`config.mk`:
```
export PLATFORM = sky130hd
export DESIGN_NAME = parity_guard
export DESIGN_NICKNAME = d
export VERILOG_FILES = /design/src/rtl/pg_pkg.sv /design/src/rtl/pg_parity_tree.sv /design/src/rtl/pg_cycle_dec.sv /design/src/rtl/pg_err_latch.sv /design/src/rtl/parity_guard.sv
export SDC_FILE = /design/constraint.sdc
export NUM_CORES = 1
export LEC_CHECK = 0
export BUFFER_PORTS_ARGS = -buffer_cell sky130_fd_sc_hd__buf_4
export CAP_MARGIN = 20
export CORE_MARGIN = 3
export CORE_UTILIZATION = 33
export CTS_BUF_LIST = sky130_fd_sc_hd__clkbuf_4 sky130_fd_sc_hd__clkbuf_8 sky130_fd_sc_hd__clkbuf_16
export DETAILED_ROUTE_END_ITERATION = 8
export PLACE_DENSITY = 0.82
export RECOVER_POWER = 100
export SETUP_SLACK_MARGIN = 0.1
export SKIP_CTS_REPAIR_TIMING = 1
export SYNTH_ARGS = -nofsm -noshare
export SYNTH_HDL_FRONTEND = slang
export SYNTH_HIERARCHICAL = 1
export SYNTH_SLANG_ARGS = --single-unit
```
`constraint.sdc`:
```
create_clock -name clk_i -period 5.55 [get_ports clk_i]
set_clock_uncertainty 0.1 [all_clocks]
set_input_delay 0.555 -clock clk_i [delete_from_list [all_inputs] [get_ports clk_i]]
set_output_delay 0.555 -clock clk_i [all_outputs]
set_load 0.01 [all_outputs]
```
`src/rtl/pg_pkg.sv`:
```
package pg_pkg;
  localparam int unsigned BYTE_W = 8;
  localparam int unsigned WORD_W = BYTE_W + 1;

  typedef enum logic [1:0] {
    CYC_IDLE   = 2'd0,
    CYC_MEM_RD = 2'd1,
    CYC_MEM_WR = 2'd2,
    CYC_IO     = 2'd3
  } cyc_e;
endpackage

```
`src/rtl/pg_parity_tree.sv`:
```
module pg_parity_tree #(
  parameter int unsigned N_IN = 9
) (
  input  logic [N_IN-1:0] bits_i,
  output logic            even_o,
  output logic            odd_o
);
  logic [N_IN-1:0] acc;

  assign acc[0] = bits_i[0];
  for (genvar i = 1; i < N_IN; i++) begin : g_chain
    assign acc[i] = acc[i-1] ^ bits_i[i];
  end

  assign odd_o  = acc[N_IN-1];
  assign even_o = ~acc[N_IN-1];
endmodule

```
`src/rtl/pg_cycle_dec.sv`:
```
module pg_cycle_dec
  import pg_pkg::*;
(
  input  logic cpu_mem_i,
  input  logic cpu_rd_i,
  input  logic cpu_wr_i,
  output cyc_e cyc_o,
  output logic mem_re_o,
  output logic mem_we_o
);
  always_comb begin
    if (!cpu_rd_i && !cpu_wr_i) cyc_o = CYC_IDLE;
    else if (!cpu_mem_i)        cyc_o = CYC_IO;
    else if (cpu_wr_i)          cyc_o = CYC_MEM_WR;  // write wins on overlap
    else                        cyc_o = CYC_MEM_RD;
  end

  assign mem_re_o = (cyc_o == CYC_MEM_RD);
  assign mem_we_o = (cyc_o == CYC_MEM_WR);
endmodule

```
`src/rtl/pg_err_latch.sv`:
```
module pg_err_latch (
  input  logic clk_i,
  input  logic rst_ni,
  input  logic chk_en_i,
  input  logic err_i,
  output logic nmi_o
);
  logic nmi_q;

  always_ff @(posedge clk_i or negedge rst_ni) begin
    if (!rst_ni)                 nmi_q <= 1'b0;
    else if (chk_en_i && err_i)  nmi_q <= 1'b1;
  end

  assign nmi_o = nmi_q;

  a_r5_sticky: assert property (@(posedge clk_i) disable iff (!rst_ni)
    nmi_q |=> nmi_q);
  a_r4_capture: assert property (@(posedge clk_i) disable iff (!rst_ni)
    (chk_en_i && err_i) |=> nmi_q);
  a_r6_quiet: assert property (@(posedge clk_i) disable iff (!rst_ni)
    (!nmi_q && !(chk_en_i && err_i)) |=> !nmi_q);
endmodule

```
`src/rtl/parity_guard.sv`:
```
module parity_guard
  import pg_pkg::*;
#(
  parameter int unsigned ADDR_W = 16
) (
  input  logic              clk_i,
  input  logic              rst_ni,
  input  logic [ADDR_W-1:0] cpu_addr_i,
  input  logic              cpu_mem_i,
  input  logic              cpu_rd_i,
  input  logic              cpu_wr_i,
  input  logic [BYTE_W-1:0] cpu_wdata_i,
  output logic [BYTE_W-1:0] cpu_rdata_o,
  output logic [ADDR_W-1:0] mem_addr_o,
  output logic              mem_we_o,
  output logic              mem_re_o,
  output logic [BYTE_W-1:0] mem_wdata_o,
  output logic              mem_wpar_o,
  input  logic [BYTE_W-1:0] mem_rdata_i,
  input  logic              mem_rpar_i,
  output logic              nmi_o
);
  cyc_e              cyc;
  logic              is_rd;
  logic [WORD_W-1:0] tree_in;
  logic              tree_even;
  logic              tree_odd;

  pg_cycle_dec u_dec (
    .cpu_mem_i (cpu_mem_i),
    .cpu_rd_i  (cpu_rd_i),
    .cpu_wr_i  (cpu_wr_i),
    .cyc_o     (cyc),
    .mem_re_o  (mem_re_o),
    .mem_we_o  (mem_we_o)
  );

  assign is_rd = (cyc == CYC_MEM_RD);

  // one shared tree: ninth input is 0 when generating, stored parity when checking
  assign tree_in = is_rd ? {mem_rpar_i, mem_rdata_i} : {1'b0, cpu_wdata_i};

  pg_parity_tree #(.N_IN(WORD_W)) u_par (
    .bits_i (tree_in),
    .even_o (tree_even),
    .odd_o  (tree_odd)
  );

  assign mem_addr_o  = cpu_addr_i;
  assign mem_wdata_o = cpu_wdata_i;
  assign mem_wpar_o  = is_rd ? 1'b0 : tree_even;
  assign cpu_rdata_o = is_rd ? mem_rdata_i : '0;

  pg_err_latch u_latch (
    .clk_i    (clk_i),
    .rst_ni   (rst_ni),
    .chk_en_i (is_rd),
    .err_i    (tree_even),
    .nmi_o    (nmi_o)
  );

  a_r1_odd_word: assert property (@(posedge clk_i) disable iff (!rst_ni)
    mem_we_o |-> (^{mem_wpar_o, mem_wdata_o}) == 1'b1);
  a_r10_excl: assert property (@(posedge clk_i) disable iff (!rst_ni)
    $onehot0({mem_we_o, mem_re_o}));
  a_r2_io_no_mem: assert property (@(posedge clk_i) disable iff (!rst_ni)
    !cpu_mem_i |-> !(mem_we_o || mem_re_o));
  a_r3_rd_pass: assert property (@(posedge clk_i) disable iff (!rst_ni)
    mem_re_o |-> (cpu_rdata_o == mem_rdata_i) && !tree_odd == tree_even);
endmodule

```
==> impl.org, run 1 <==
** Global routing
- In the global route stage, met1 resource usage came out at 0.0858.
- The global routing stage identified its most utilized layer as met2.
- For this run, global-route usage on met2 was measured as 0.171.
- For met3 alone, demand over resource in global routing was 0.0268.
- Pin count of the biggest net entering global routing :: 20
- First-pass GRT wire length :: 1.46 mm
- The total overflow left after global routing is 0.
- The via count of the first global-routing pass is 355.
- Number of antenna violations at the first check in global routing :: 0
- Total routing resource utilization after global routing :: 0.0858

** Floorplanning
- The total area inside the core boundary comes to 1540 µm².
- Pin placement for this block handled 74 I/O pins.
- Die Y :: 47.1 µm
- Rows :: 14
- The die covers 2220 µm².
- The floorplan step set the die width to 47.1 µm.
- For this configuration, the core starts out at a cell density of 0.361.

** Route
- After the first detailed-routing iteration, the DRC count stood at 0.
- Number of vias per cell after detailed routing :: 4.49
- After detailed routing, the average wire length per cell comes to 11.9 µm.
- For this run, the detailed router's first-pass iteration total came to 1.
- Wires add up to 1.08 mm.
- Across all layers, the routed design uses 409 vias.
- In the routed design, unresolved DRC markers number 0.
- Post-DRT Antenna Nets :: 0

** Setup path
- Path type of the worst setup path :: input port to primary output
- R2R Setup Slk :: 4.83 ns
- Crit Reg-Reg Endpoint :: u_latch/nmi_o
- CP Capture Type :: primary output
- Cell class contributing the biggest share of worst-path delay :: simple AND/OR/NAND/NOR gates
- Counting stages on the worst path, the most repeated cell is sky130_fd_sc_hd__nor2b_1.
- Traced cell by cell, the critical path runs through buf_4 -> mux2i_1 -> nor2b_1 -> mux2_1 -> xor2_1 -> xnor3_1 -> xnor2_1 -> nor2b_1 -> clkbuf_1.
- In this run the critical register-to-register path is launched from u_latch/nmi_o.
- Together, buffers and inverters on the worst path number 2.
- The critical path starts at cpu_wr_i.
- Crit-path max FO :: 19
- Nature of the critical path startpoint :: input port
- Slowest library cell on the worst path :: sky130_fd_sc_hd__nor2b_1
- For the worst flop-to-flop path, the logic depth is 1.
- For the worst setup path, the data required time is 4.89 ns.
- Largest incremental delay on the critical path :: 1.09 ns
- Critical path data arrival time :: 3.43 ns

** Yosys
- Counting every net in the synthesized netlist gives 98.
- After synthesis, the mean cell area works out to 9.28 µm².
- Yosys printed 6 warnings.
- After technology mapping, the gate count stands at 60.
- The mapped netlist covers 557 µm².

** Place
- Count of buffers inserted at the top-level ports :: 41
- The congestion estimate from routability-driven global placement came to 0.661.
- Estimated wirelength of the detail-placed design :: 954 µm

** Cells and area
- The library cell used most frequently in the layout, excluding fill and tap cells, is sky130_fd_sc_hd__buf_4.
- In the final layout, the share of cells above drive strength 1 is 0.493.
- The area growth from synthesis to layout is 10.8%.
- At the end of the flow, the number of nets in the layout was 115.
- 0 antenna diodes ended up in the layout.
- The flip-flop count of the largest register after layout came to 1.
- Commonest non-fill, non-tap cells in the layout :: sky130_fd_sc_hd__buf_4, sky130_fd_sc_hd__clkbuf_1, sky130_fd_sc_hd__and2_0, sky130_fd_sc_hd__mux2_4, sky130_fd_sc_hd__xnor2_1

** STA
- In the final timing run, aggregate negative setup slack is 0 ns.
- Of the available clock period, the critical path in the final layout requires 0.737.
- Actual transition at the worst max-transition pin :: 1.41 ns
- Derived from the worst setup path, the maximum achievable clock frequency is 245 MHz.
- Final period demand of the worst path :: 4.09 ns
- The number of failing hold endpoints at the final stage was 0.
- Worst Hold Margin :: 0.251 ns
- Setup repair after global routing left no endpoint under its margin.
- Relative max-transition margin :: 0.0606
- Setup violations remaining at the end of the flow were counted as 0.
- Final count of pins violating max slew :: 0

** Power
- In this run the power density over the cells is 119 nW/µm².
- The worst-case IR drop observed on VDD is 0.0469 mV.
- Power after layout :: 73.6 µW
- Leakage component of the power :: 0.000308 µW

** Run
- Number of max-capacitance violations reported :: 0

** Worst hold path
- Hold Crit Class :: input port to asynchronous set/reset pin

** CTS
- Reg clk slew, reported paths :: 0 ns
- Latest clock arrival within the worst-skew pair :: 0 ns

** Status
- Outcome :: finished clean
worst max path at each step:
stage / endpoint / slack (ns) / cells after the start
finish: mem_wpar_o / 1.46 / 9
global route: mem_wpar_o / 1.22 / 9
CTS: mem_wpar_o / 2.17 / 9
detailed placement: mem_wpar_o / 2.17 / 9
global placement: mem_wpar_o / 2.24 / 9
floorplan: mem_wpar_o / 2.61 / 9
metal layers:
layer | wire [µm] | up-vias
li1 | - | 196
met1 | 359 | 173
met2 | 522 | 36
met3 | 190 | 4
met4 | 8 | 0
met5 | 0 | -
area by class of cell:
cell class              count  area, µm²
repair buffers             41        263
fillers                   182        925
multi-input cells          31        302
inverters                   2       7.51
flip-flops and latches      1       25.0
well taps                  16       20.0
stage by stage:
stage | instances | instance area (µm²) | utilization | setup slack (ns)
final | 91 | 617 | 0.400 | 1.46
after CTS | 91 | 673 | 0.437 | 2.17
after floorplan | 60 | 557 | - | 2.61
after detailed placement | 91 | 673 | 0.437 | 2.17
after global placement | 91 | 673 | 0.437 | 2.24
after global routing | 91 | 617 | 0.400 | 1.22
report_power, final:
part / switching (µW) / total, µW / leakage (µW) / internal [µW]
clock: 0 / 0 / 0 / 0
combinational: 26.9 / 65.5 / 0.000299 / 38.6
sequential: 0.223 / 8.09 / 0.00000879 / 7.86
No activity file was read; power rests on OpenSTA's default activity.
==> inputs of run 2 (changes only) <==
Settings changed: CORE_UTILIZATION 33 to 28, PLACE_DENSITY 0.82 to 0.74.
Clock period 5.55 ns to 3.3 ns, I/O delays scaled along.
==> run 2 against run 1 <==
  * Setup slack worse by 1.0 ns
  * Design area is 3.7% higher
  * Critical path depth unchanged
  * Largest cell class unchanged
==> impl.org, run 2 (same netlist as run 1, synthesis figures left out) <==
** Route
- DRT Wirelength :: 1.13 mm
- For this block, the initial DRC count from the detailed router was 1.
- The first TritonRoute pass finished after 2 iterations.
- The detailed router placed 407 vias in this run.
- Drt drc :: 0
- Dividing the detail-routed via count by the number of cells gives 4.03.
- Post-DRT Antenna Nets :: 0
- In the final routed layout, each cell accounts on average for 11.2 µm.

** Global routing
- The first global-routing pass estimated 1.84 mm of wire.
- Pin count of the biggest net entering global routing :: 15
- The via count of the first global-routing pass came to 437.
- The initial antenna violation count was 0.
- Across every metal layer, demand over resource in global routing totals 0.0879.
- GRT overflow :: 0

** Floorplanning
- I/O pins :: 74
- Die Y :: 50.6 µm
- Overall die area :: 2560 µm²
- The initial utilization of the core area, before any placement, comes to 0.309.
- Row generation in the floorplan step produced 15 rows.
- Floorplan Core Area :: 1800 µm²
- In this run the horizontal extent of the chip is 50.6 µm.

** Place
- Final GP Congestion :: 0.637
- Placed standard-cell area :: 692 µm²
- Detailed placement finished with a half-perimeter wire length of 1.07 mm.
- During placement, the flow inserted port buffers numbering 41.

** Setup path
- Slowest library cell on the worst path :: sky130_fd_sc_hd__xnor3_1
- For this run, the slowest stage of the critical path takes 0.41 ns.
- Walking the worst path, the cells encountered are buf_4 -> mux2i_1 -> nor2b_4 -> mux2_1 -> xor2_1 -> xnor3_1 -> xnor2_1 -> nor2b_1 -> clkbuf_1.
- CP Capture Type :: primary output
- Nature of the critical path startpoint :: input port
- In this run the worst path has a maximum fanout of 14.
- At the worst endpoint, the arrival time is 2.45 ns.
- Required time worst endpoint :: 2.87 ns
- Path type of the worst setup path :: input port to primary output
- Cell class contributing the biggest share of worst-path delay :: XOR/XNOR gates
- The critical path contains buffers and inverters numbering 2 combined.

** Cells and area
- The flip-flop count of the largest register after layout was 1.
- Filler Cells Inserted :: 215
- Antenna diode count :: 0
- Commonest non-fill, non-tap cells in the layout :: sky130_fd_sc_hd__buf_4, sky130_fd_sc_hd__clkbuf_1, sky130_fd_sc_hd__mux2_4, sky130_fd_sc_hd__and2_0
- In the final layout, the share of cells above drive strength 1 is 0.500.
- Commonest non-fill, non-tap cell in the layout :: sky130_fd_sc_hd__buf_4
- Number of nets in the layout :: 116
- Area added between synthesis and finish :: 14.8%
- Final non-filler cell area :: 639 µm²

** STA
- Period utilisation layout :: 0.872
- Final period demand of the worst path :: 2.88 ns
- Timing would allow up to 347 MHz.
- For the pin with the worst max-slew slack, the measured transition is 0.368 ns.
- Number of endpoints with negative hold slack in the final report :: 0
- Final count of pins violating max slew :: 0
- Sum of negative setup slack :: 0 ns
- Setup repair after global routing left no endpoint under its margin.
- Setup violations remaining at the end of the flow were counted as 0.
- Relative max-transition margin :: 0.754

** Status
- The flow ran to the end, and the final reports show no timing, DRC or antenna violations.

** Run
- Number of max-capacitance violations reported :: 0

** CTS
- Reg clk slew, reported paths :: 0 ns
- Latest clock arrival within the worst-skew pair :: 0 ns

** Power
- Fraction of power consumed by the clock network :: 0
- Sequential share of power :: 0.110
- Psw :: 45.2 µW
- Switching Fraction :: 0.364
- Power after layout :: 124 µW
- PwrDens :: 194 nW/µm²
- Portion of total power attributed to combinational logic :: 0.890
- For this design the static power due to leakage is 0.000315 µW.
- The internal power of the cells totals 79.0 µW.
- IR analysis of the VDD net gives a maximum drop of 0.0751 mV.

** Worst hold path
- The tightest min-delay check is of the input port to asynchronous set/reset pin type.
run 2: routing by layer:
| layer | up-vias | GRT usage | wire, µm |
|---|---|---|---|
| met5 | - | 0 | 0 |
| met3 | 0 | 0.0386 | 166 |
| met4 | 0 | 0 | 0 |
| met1 | 180 | 0.0726 | 331 |
| met2 | 30 | 0.193 | 636 |
| li1 | 197 | - | - |
run 2: cell type report:
cell class	count	area, µm²	share of cell area
tap	25	31.3	0.0489
inverter	2	7.51	0.0117
timing repair buffer	42	267	0.417
sequential	1	25.0	0.0391
multi-input combinational	31	309	0.483
run 2: power by group through the flow:
stage | sequential (µW) | combinational (µW) | clock, µW
4_1_cts | 13.7 | 127 | 0
2_1_floorplan | 14.0 | 102 | 0
3_5_place_dp | 13.7 | 126 | 0
3_3_place_gp | 13.6 | 124 | 0
6_report | 13.6 | 111 | 0
5_1_grt | 13.7 | 123 | 0
run 2: path summary, 6_finish.rpt:
path | from | slack (ns) | depth (start not counted) | end
max reg2reg | u_latch/nmi_o | 2.58 | 1 | u_latch/nmi_o
max in group asynchronous | rst_ni | 2.99 | 1 | u_latch/nmi_o
min reg2reg | u_latch/nmi_o | 0.34 | 1 | u_latch/nmi_o
max | cpu_wr_i | 0.42 | 9 | mem_wpar_o
min in group clk_i | u_latch/nmi_o | 0.34 | 1 | u_latch/nmi_o
min | rst_ni | 0.03 | 1 | u_latch/nmi_o
run 2: metrics by stage:
step	setup slack (ns)	hold slack (ns)	cells	utilization
3_3_place_gp	0.520	0.00507	101	0.384
6_report	0.422	0.0264	101	0.355
4_1_cts	0.447	0.00677	101	0.384
2_1_floorplan	0.812	-0.0656	60	-
3_5_place_dp	0.455	0.00664	101	0.384
5_1_grt	0.180	0.0324	101	0.355
==> inputs of run 3 (changes only) <==
Settings changed: PLACE_DENSITY 0.74 to 0.76, SLEW_MARGIN from default to 5.
==> run 3 against run 2 <==
  * Global-route usage decreased by 1.4 points
  * Via count shrank 1.2%
  * Design area unchanged
  * Maximum frequency shrank 1.1%
  * Wire length is 6.4% lower
==> impl.org, run 3 (same netlist as run 1, synthesis figures left out) <==
** Cells and area
- Final core utilization :: 0.355
- In the layout the commonest cells are sky130_fd_sc_hd__buf_4, sky130_fd_sc_hd__clkbuf_1, sky130_fd_sc_hd__mux2_4, sky130_fd_sc_hd__and2_0.
- Summing all non-filler instances in the final layout gives an area of 639 µm².
- Number of nets in the layout :: 116
- Area added between synthesis and finish :: 14.8%
- Ratio of cells with drive above 1 in the final layout :: 0.500
- Antenna diode count :: 0
- The flip-flop count of the largest register after layout is 1.
- Commonest non-fill, non-tap cell in the layout :: sky130_fd_sc_hd__buf_4

** Route
- Dividing the detail-routed wire length by the instance count gives 10.5 µm.
- Detailed routing placed a total of 134 µm of wire on met3.
- The routed design uses 544 µm of met2 wire.
- Vias post-DR :: 402
- The routed design has 1.06 mm of wire.
- In the final routing, the length of wire on met1 measures 383 µm.
- Drt drc :: 0
- Violation count after the first detailed-routing iteration :: 3
- Highest Signal Layer :: met3
- First-pass iteration count of the detailed router :: 3
- Post-DRT Antenna Nets :: 0
- After detailed routing, the number of vias per cell comes to 3.98.

** Power
- For this design the static power due to leakage is 0.000315 µW.
- Power spread over the standard cell area amounts to 195 nW/µm².
- IR analysis of the VDD net gives a maximum drop of 0.0578 mV.
- Power after layout :: 124 µW

** Floorplanning
- From left edge to right edge, the die measures 50.6 µm.
- Floorplan Core Area :: 1800 µm²
- The die covers 2560 µm².
- Initial Util :: 0.309
- Row generation in the floorplan step produced 15 rows.
- During I/O placement, the number of pins put on the boundary was 74.
- Measured along the y axis, the die boundary spans 50.6 µm.

** Global routing
- GRT overflow :: 0
- Pin count of the biggest net entering global routing :: 13
- Total routing resource utilization after global routing :: 0.0738
- First-pass GRT wire length :: 1.58 mm
- Number of antenna violations at the first check in global routing :: 0
- The via count of the first global-routing pass was 385.

** STA
- The number of slew-limit violations in the final report was 0.
- Number of endpoints with negative hold slack in the final report :: 0
- The worst path needs 2.91 ns of the cycle, external delays included.
- Of the available clock period, the critical path in the final layout requires 0.882.
- Sum of negative setup slack :: 0 ns
- Final-report setup violation count :: 0
- Unrepaired setup endpoints after global routing :: no
- At the pin with the least slew margin, the transition time is 0.347 ns.
- Hold is met by 0.0265 ns.
- Highest achievable clock rate :: 344 MHz
- Relative max-transition margin :: 0.769

** CTS
- The clock reaches the later pin of the worst-skew pair after 0 ns.
- Clock-pin slew was measured on the worst setup and hold paths at 0 ns.

** Status
- Outcome :: finished clean

** Setup path
- Path type of the worst setup path :: input port to primary output
- Critical path data arrival time :: 2.48 ns
- Crit-path max FO :: 12
- The setup check on the worst reg-to-reg path leaves a slack of 2.58 ns.
- In this run the critical register-to-register path is captured at u_latch/nmi_o.
- At the worst endpoint, the required time is 2.87 ns.
- STA classifies the critical path endpoint as a primary output.
- For the worst flop-to-flop path, the logic depth is 1.
- The most critical setup path has its startpoint at cpu_wr_i.
- Critical register-to-register path startpoint :: u_latch/nmi_o
- Nature of the critical path startpoint :: input port

** Worst hold path
- Hold Crit Class :: input port to asynchronous set/reset pin

** Run
- Across the run, the number of max-cap violations was 0.

** Place
- Routability-driven placement finished with a final weighted congestion of 0.628.
- Placed standard-cell area :: 692 µm²
- Buffers placed on the I/O ports in this run total 41.
-- run 3: cell counts in the layout (fill, tap and decap cells not counted) --
Identical to the previous run, type by type.
-- run 3: layer usage --
layer | vias to the layer above | GRT usage
li1 | 198 | -
met3 | 0 | 0.0148
met5 | - | 0
met1 | 179 | 0.0761
met4 | 0 | 0
met2 | 25 | 0.157
-- run 3: area by class of cell --
type / count / area (µm²)
Timing Repair Buffer: 42 / 267
Sequential cell: 1 / 25.0
Multi-Input combinational cell: 31 / 309
Inverter: 2 / 7.51
Tap cell: 25 / 31.3
Fill cell: 217 / 1160
-- run 3: worst max-delay path by stage --
stage / end / slack (ns)
after floorplan: mem_wpar_o / 0.81
after global placement: mem_wpar_o / 0.56
after detailed placement: mem_wpar_o / 0.49
after CTS: mem_wpar_o / 0.49
after global routing: mem_wpar_o / 0.18
final: mem_wpar_o / 0.39
-- run 3: critical path, stage by stage --
cell and delay (ns):
sky130_fd_sc_hd__buf_4 0.11, sky130_fd_sc_hd__mux2i_1 0.18, sky130_fd_sc_hd__nor2b_4 0.35, sky130_fd_sc_hd__clkbuf_1 0.34, sky130_fd_sc_hd__mux2_1 0.38, sky130_fd_sc_hd__xor2_1 0.19
sky130_fd_sc_hd__xnor2_1 0.15, sky130_fd_sc_hd__xnor2_1 0.15, sky130_fd_sc_hd__nor2b_1 0.15, sky130_fd_sc_hd__clkbuf_1 0.16
-- run 3: metrics by stage --
| stage | cells | setup slack (ns) |
|---|---|---|
| 6_report | 101 | 0.390 |
| 5_1_grt | 101 | 0.178 |
| 4_1_cts | 101 | 0.494 |
| 3_5_place_dp | 101 | 0.495 |
| 3_3_place_gp | 101 | 0.565 |
| 2_1_floorplan | 60 | 0.812 |
-- run 3: power breakdown --
| group | switching, µW | internal [µW] |
|---|---|---|
| clock network | 0 | 0 |
| registers | 0.392 | 13.2 |
| logic | 45.1 | 65.7 |
